## config.mk

```make
export PLATFORM = sky130hd
export DESIGN_NAME = xbr_claim_ctrl
export DESIGN_NICKNAME = d
export VERILOG_FILES = /design/src/rtl/xbr_pkg.sv /design/src/rtl/xbr_win_decode.sv /design/src/rtl/xbr_fwd_master.sv /design/src/rtl/xbr_pend_track.sv /design/src/rtl/xbr_claim_ctrl.sv
export SDC_FILE = /design/constraint.sdc
export NUM_CORES = 1
export LEC_CHECK = 0
export BUFFER_PORTS_ARGS = -buffer_cell sky130_fd_sc_hd__clkbuf_2
export CAP_MARGIN = 20
export CORE_MARGIN = 4
export CORE_UTILIZATION = 52
export CTS_BUF_LIST = sky130_fd_sc_hd__clkbuf_8 sky130_fd_sc_hd__clkbuf_16
export DETAILED_ROUTE_END_ITERATION = 10
export GPL_TIMING_DRIVEN = 0
export PLACE_DENSITY = 0.9
export SYNTH_ARGS = -nofsm -noshare
export SYNTH_HDL_FRONTEND = slang
export SYNTH_SLANG_ARGS = --single-unit
```

## constraint.sdc

```tcl
create_clock -name clk -period 3.7 [get_ports clk]
set_input_delay 0.185 -clock clk [delete_from_list [all_inputs] [get_ports clk]]
set_output_delay 0.185 -clock clk [all_outputs]
set_load 0.02 [all_outputs]
```

## src/rtl/xbr_pkg.sv

```systemverilog
// Shared types and command encodings for the bridge claim controller.
package xbr_pkg;
    typedef enum logic [1:0] {P_IDLE, P_FWD, P_READY} pend_st_t;
    typedef enum logic [1:0] {M_IDLE, M_WAIT, M_ENDF} mst_st_t;

    localparam logic [3:0] CMD_MEM_WRITE     = 4'b0111;
    localparam logic [3:0] CMD_MEM_WRITE_INV = 4'b1111;

    // Commands that may complete at once without a round trip.
    function automatic logic cmd_postable(input logic [3:0] cmd);
        return (cmd == CMD_MEM_WRITE) || (cmd == CMD_MEM_WRITE_INV);
    endfunction
endpackage

```

## src/rtl/xbr_win_decode.sv

```systemverilog
// Inclusive address window compare.
// Assumes base <= limit; an inverted pair simply never hits.
module xbr_win_decode #(
    parameter int AW = 32
) (
    input  logic [AW-1:0] addr,
    input  logic [AW-1:0] base,
    input  logic [AW-1:0] limit,
    output logic          hit
);
    // Hit when the address lies between base and limit, both ends included.
    always_comb begin
        hit = (addr >= base) && (addr <= limit);
    end
endmodule

```

## src/rtl/xbr_fwd_master.sv

```systemverilog
// Master-side sequencer for a replayed cycle.
// On launch it drives framing and ready low and waits for a target claim.
// After a claim or ABORT_CLKS unclaimed clocks it releases framing,
// then ready one clock later, and reports ok or abort with a pulse.
// Assumes launch is never raised while a replay is in flight.
module xbr_fwd_master #(
    parameter int ABORT_CLKS = 5
) (
    input  logic clk,
    input  logic rst_n,
    input  logic launch,
    input  logic devsel_n,
    output logic frame_n,
    output logic irdy_n,
    output logic done_ok,
    output logic done_abort
);
    import xbr_pkg::*;

    localparam int CW = (ABORT_CLKS > 1) ? $clog2(ABORT_CLKS) : 1;
    localparam logic [CW-1:0] LAST = CW'(ABORT_CLKS - 1);

    mst_st_t       st;
    logic [CW-1:0] wait_cnt;
    logic          claimed;

    // State, wait counter and outcome pulses.
    always_ff @(posedge clk) begin
        if (!rst_n) begin
            st         <= M_IDLE;
            wait_cnt   <= '0;
            claimed    <= 1'b0;
            done_ok    <= 1'b0;
            done_abort <= 1'b0;
        end else begin
            done_ok    <= 1'b0;
            done_abort <= 1'b0;
            case (st)
                M_IDLE: begin
                    if (launch) begin
                        st       <= M_WAIT;
                        wait_cnt <= '0;
                    end
                end
                M_WAIT: begin
                    if (!devsel_n) begin
                        st      <= M_ENDF;
                        claimed <= 1'b1;
                    end else if (wait_cnt == LAST) begin
                        st      <= M_ENDF;
                        claimed <= 1'b0;
                    end else begin
                        wait_cnt <= wait_cnt + 1'b1;
                    end
                end
                M_ENDF: begin
                    st         <= M_IDLE;
                    done_ok    <= claimed;
                    done_abort <= !claimed;
                end
                default: st <= M_IDLE;
            endcase
        end
    end

    // Bus pins follow the state: framing only in wait, ready also in the end phase.
    always_comb begin
        frame_n = (st != M_WAIT);
        irdy_n  = (st == M_IDLE);
    end
endmodule

```

## src/rtl/xbr_pend_track.sv

```systemverilog
// Pending-transaction tracker and target response.
// Decides done or retry for a claimed cycle, holds one entry for the
// replay, matches the initiator's repeat and drops a stale entry.
// Assumes claim is a single-cycle qualifier at the cycle start edge.
module xbr_pend_track #(
    parameter int AW       = 32,
    parameter int TMO_LOG2 = 15
) (
    input  logic          clk,
    input  logic          rst_n,
    input  logic          claim,
    input  logic [AW-1:0] addr,
    input  logic [3:0]    cmd,
    input  logic          fwd_ok,
    input  logic          fwd_abort,
    output logic          launch,
    output logic          devsel_n,
    output logic          done,
    output logic          retry,
    output logic [AW-1:0] ent_addr,
    output logic [3:0]    ent_cmd
);
    import xbr_pkg::*;

    pend_st_t            st;
    logic [TMO_LOG2-1:0] age;
    logic                match;
    logic                dec_done;
    logic                dec_retry;

    // Response decision for the current start edge.
    always_comb begin
        match     = (st == P_READY) && (addr == ent_addr) && (cmd == ent_cmd);
        dec_done  = claim && (cmd_postable(cmd) || match);
        dec_retry = claim && !dec_done;
        launch    = dec_retry && (st == P_IDLE);
    end

    // One-cycle target response registers.
    always_ff @(posedge clk) begin
        if (!rst_n) begin
            devsel_n <= 1'b1;
            done     <= 1'b0;
            retry    <= 1'b0;
        end else begin
            devsel_n <= !claim;
            done     <= dec_done;
            retry    <= dec_retry;
        end
    end

    // Entry life cycle: capture, replay, ready, collect or expire.
    always_ff @(posedge clk) begin
        if (!rst_n) begin
            st       <= P_IDLE;
            age      <= '0;
            ent_addr <= '0;
            ent_cmd  <= '0;
        end else begin
            case (st)
                P_IDLE: begin
                    if (launch) begin
                        st       <= P_FWD;
                        ent_addr <= addr;
                        ent_cmd  <= cmd;
                    end
                end
                P_FWD: begin
                    if (fwd_ok) begin
                        st  <= P_READY;
                        age <= '0;
                    end else if (fwd_abort) begin
                        st <= P_IDLE;
                    end
                end
                P_READY: begin
                    if (claim && match) begin
                        st <= P_IDLE;
                    end else if (&age) begin
                        st <= P_IDLE;
                    end else begin
                        age <= age + 1'b1;
                    end
                end
                default: st <= P_IDLE;
            endcase
        end
    end
endmodule

```

## src/rtl/xbr_claim_ctrl.sv

```systemverilog
// Bridge cycle claim and retry controller, one bridge side.
// Detects a cycle start, decodes it against the near and far windows,
// and hands claimed cycles to the pending tracker and replay master.
// Assumes window registers are stable while cycles run.
module xbr_claim_ctrl #(
    parameter int AW         = 32,
    parameter int ABORT_CLKS = 5,
    parameter int TMO_LOG2   = 15
) (
    input  logic          clk,
    input  logic          rst_n,
    input  logic [AW-1:0] near_base,
    input  logic [AW-1:0] near_limit,
    input  logic [AW-1:0] far_base,
    input  logic [AW-1:0] far_limit,
    input  logic          t_frame_n,
    input  logic [AW-1:0] t_addr,
    input  logic [3:0]    t_cmd,
    input  logic          t_side_devsel_n,
    output logic          t_devsel_n,
    output logic          t_done,
    output logic          t_retry,
    output logic          m_frame_n,
    output logic          m_irdy_n,
    output logic [AW-1:0] m_addr,
    output logic [3:0]    m_cmd,
    input  logic          m_devsel_n,
    output logic          fwd_abort
);
    localparam int NWIN = 2;  // index 0: near side, index 1: far side

    logic [AW-1:0] win_base  [NWIN];
    logic [AW-1:0] win_limit [NWIN];
    logic [NWIN-1:0] hit;
    logic frame_q;
    logic start;
    logic claim;
    logic launch;
    logic fwd_ok;

    // Gather the window bounds into indexable arrays.
    always_comb begin
        win_base[0]  = near_base;
        win_limit[0] = near_limit;
        win_base[1]  = far_base;
        win_limit[1] = far_limit;
    end

    for (genvar g = 0; g < NWIN; g++) begin : g_win
        xbr_win_decode #(.AW(AW)) u_dec (
            .addr  (t_addr),
            .base  (win_base[g]),
            .limit (win_limit[g]),
            .hit   (hit[g])
        );
    end

    // Previous framing level for start-edge detection.
    always_ff @(posedge clk) begin
        if (!rst_n) frame_q <= 1'b1;
        else        frame_q <= t_frame_n;
    end

    // Claim only far targets not hit locally and not claimed by a local device.
    always_comb begin
        start = frame_q && !t_frame_n;
        claim = start && hit[1] && !hit[0] && t_side_devsel_n;
    end

    xbr_pend_track #(.AW(AW), .TMO_LOG2(TMO_LOG2)) u_pend (
        .clk       (clk),
        .rst_n     (rst_n),
        .claim     (claim),
        .addr      (t_addr),
        .cmd       (t_cmd),
        .fwd_ok    (fwd_ok),
        .fwd_abort (fwd_abort),
        .launch    (launch),
        .devsel_n  (t_devsel_n),
        .done      (t_done),
        .retry     (t_retry),
        .ent_addr  (m_addr),
        .ent_cmd   (m_cmd)
    );

    xbr_fwd_master #(.ABORT_CLKS(ABORT_CLKS)) u_mst (
        .clk        (clk),
        .rst_n      (rst_n),
        .launch     (launch),
        .devsel_n   (m_devsel_n),
        .frame_n    (m_frame_n),
        .irdy_n     (m_irdy_n),
        .done_ok    (fwd_ok),
        .done_abort (fwd_abort)
    );
endmodule

```

==> results.md <==
* Clock Pin Slew Worst Setup and Hold Paths at 0.06 ns
* Arrival time worst endpoint at 3.51 ns
* Post-CTS Hold Buffers at 0
* Die height at 118 um
* Worst EP required at 3.96 ns
* Final-report hold violation count at 0
* CP Cell Sequence: clkbuf_2, ha_1, nand4_1, nor4_1, nand3_1, and2_0, a22o_1, nor4_4, buf_2, nand3_1, a21oi_1
* Static Leak at 4.10 nW
* Vias per inst at 5.71
* Gr ovfl total at 0
* Initial DRC count at 452
* Max Slew Vio Count at 0
* DR DRC count at 0
* Number of synthesized flops with an enable pin at 0
* Crit start category: primary input
* Worst hold margin at 0.0650 ns
* Sequential-to-total area share from yosys stat at 20.5%
* Crit path top cell by count: nand3_1
* # port buffers at 210
* Asr flop ratio synth at 0%
* Peak per-stage delay on the critical path at 0.70 ns
* Clock period minus worst slack at 3.25 ns
* Synth Area per Inst at 7.68 sq um
* Synth cell types at 56
* Syn-to-layout area delta at 24.6%
* Fill cell count at 1023
* Starting Density at 52.9%
* Int Pwr at 1.55 mW
* Clock Latency Late Sink at 0.33 ns
* Tcrit/Tclk final at 87.8%
* Wirelength, routed at 19600 um
* GRT Overall Usage at 26.9%
* Critical path fanouts, max at 10
* Main flop type after synthesis: dfxtp_1
* Largest buffer count on any clock path at 2
* Fmax at 308 MHz
* Peak supply drop at 0.216 mV
* Worst setup EP type: flip-flop
* Comb pwr share at 26.9%
* Diodes inserted at 0
* Commonest non-fill, non-tap cell in the layout: clkbuf_2
* Clock root buffer: clkbuf_16
* Setup TNS at 0 ns
* DP Wirelength at 16300 um
* DR WL/cell at 16.4 um
* Synth area leader: ha_1
* Die Wd at 118 um
* Reg power frac at 32.2%
* Top post-synthesis cells by area: ha_1, dfxtp_1, inv_1, a21oi_1, xnor2_1
* Total number of vias at 6833
* Core ar. at 0.0120 sq mm
* Register Area at 0.00130 sq mm
* Ys Warns at 0
* H-tree Lvls at 3
* Synthesis-stage register bit count at 65
* CTS tree: built
* Post CTS Setup Buffer Count at 0
* Setup Viol. Count Final at 0
* CTS buffer count at 9
* Largest net degree at the start of global routing at 13
* Net Sw Frac at 30.4%
* Unrepaired setup endpoints after global routing: false
* Placer Congestion at 0.913
* Synth Cell Area at 0.00633 sq mm
* Critical path class: in2reg
* Psw at 0.678 mW
* Final Power at 2.23 mW
* DRT antenna net count at 0
* Tightest Hold Check Type: in2reg
* Vias in the first global route at 6639
* Status: completed
* Drt pass-1 iters at 5
* Layout cell share with drive strength beyond 1 at 23.4%
* Mapped Cells at 824
* Num rows at 40
* Multi-input logic area at 0.00439 sq mm
* Initial antenna violation count at 0
* Syn_nets at 1124
* Relative slew margins at 49.9%
* Power per Cell Area at 283 mW/mm^2
* Critical path's slowest cell: nor4_1
* Final #Nets at 1345
* Final Skew at 0.00940 ns
* Clock share of power at 40.8%
* Clock sink count at 65
* Synth top area share at 25.9%
* # resized after CTS at 0
* Maximum Capacitance Violations at 0
* Slew @ Worst Pin at 0.745 ns
* First-pass GRT wire length at 30900 um
* IO Pins at 211
* Die area at 0.0140 sq mm
* Most frequent cells in the layout: clkbuf_2, inv_1, ha_1, a21oi_1, dfxtp_1
==> layer usage <==
metal | routed length (um) | track usage (%) | up-vias
li1 | - | - | 3382
met1 | 7940 | 31.8 | 3082
met2 | 9300 | 46.3 | 310
met3 | 1530 | 5.02 | 59
met4 | 831 | 13.7 | 0
met5 | 0 | 0 | -
==> through the flow <==
step | utilization (%) | worst slack, ns | cell area (sq um) | instances
after floorplan | - | 0.962 | 6330 | 824
after global placement | 63.3 | 0.390 | 7570 | 1181
after detailed placement | 63.3 | 0.294 | 7570 | 1181
after CTS | 65.9 | 0.569 | 7890 | 1197
after global routing | 65.9 | 0.319 | 7890 | 1197
final | 65.9 | 0.450 | 7890 | 1197
==> final timing paths <==
path	from	to	slack, ns	cells after the start
setup / recovery	t_addr[27]	u_pend.ent_addr[11]$_SDFFE_PN0P_	0.45	11
hold / removal	t_frame_n	frame_q$_SDFF_PN1_	0.06	2
setup reg to reg	frame_q$_SDFF_PN1_	u_pend.ent_addr[11]$_SDFFE_PN0P_	0.85	8
hold reg to reg	u_mst.claimed$_SDFFE_PN0P_	u_mst.done_abort$_SDFF_PN0_	0.45	1
==> logic make-up after synthesis <==
group | count (synthesis) | synth area share [%]
and+or+nand+nor | 221 | 18.5
xor gates and xnor gates | 36 | 4.98
AOI/OAI and AO/OA | 206 | 19.1
adders and majority gates | 131 | 25.9
DFF | 65 | 20.5
buffers and inverters | 159 | 10.1
muxes | 6 | 0.948
==> cell type report <==
class	count	share of cell area (%)
plain buffers	23	1.62
inverters	136	6.47
flip-flops and latches	65	16.5
clock buffers	9	2.86
repair buffers	210	13.3
clock inverters	7	1.21
well taps	147	2.33
multi-input cells	600	55.7
==> sequential cells by signal, indices dropped and copies added, names as in the netlist <==
register	cells
u_pend.st	2
u_pend.age	15
u_pend.done	1
u_mst.done_abort	1
u_pend.ent_cmd	4
u_pend.ent_addr	32
u_mst.st	2
u_pend.devsel_n	1
frame_q	1
u_mst.claimed	1
u_mst.done_ok	1
u_mst.wait_cnt	3
u_pend.retry	1
==> cell usage after synthesis, types with 6 or more instances <==
cell type  number
ha_1          131
a211oi_1        6
xnor2_1        35
nor4_1          6
nor2b_1         6
dfxtp_1        65
mux2i_1         6
a21oi_1        92
inv_1         135
nor2_1         18
clkbuf_1       13
nor3_1          9
or3_1           6
and3_1          8
a21o_1          9
nand2b_1        9
a221oi_1        7
o21ai_1        30
o21ai_0        29
nand4_1        37
nand2_1        48
nand3_1        56
==> power groups by stage <==
stage / combinational (mW) / clock [mW] / sequential, mW
floorplan: 0.339 / 0 / 0.742
global placement: 0.572 / 0 / 0.733
detailed placement: 0.592 / 0 / 0.733
CTS: 0.596 / 0.912 / 0.718
global route: 0.673 / 0.942 / 0.719
finish: 0.600 / 0.910 / 0.718
==> worst max-delay path, delay by kind of cell <==
kind	cells	cell delay (ns)
simple gates	6	2.08
fa+ha+maj	1	0.35
buf+inv	2	0.51
compound gates	2	0.39
Power figures use the tool's default switching activity.
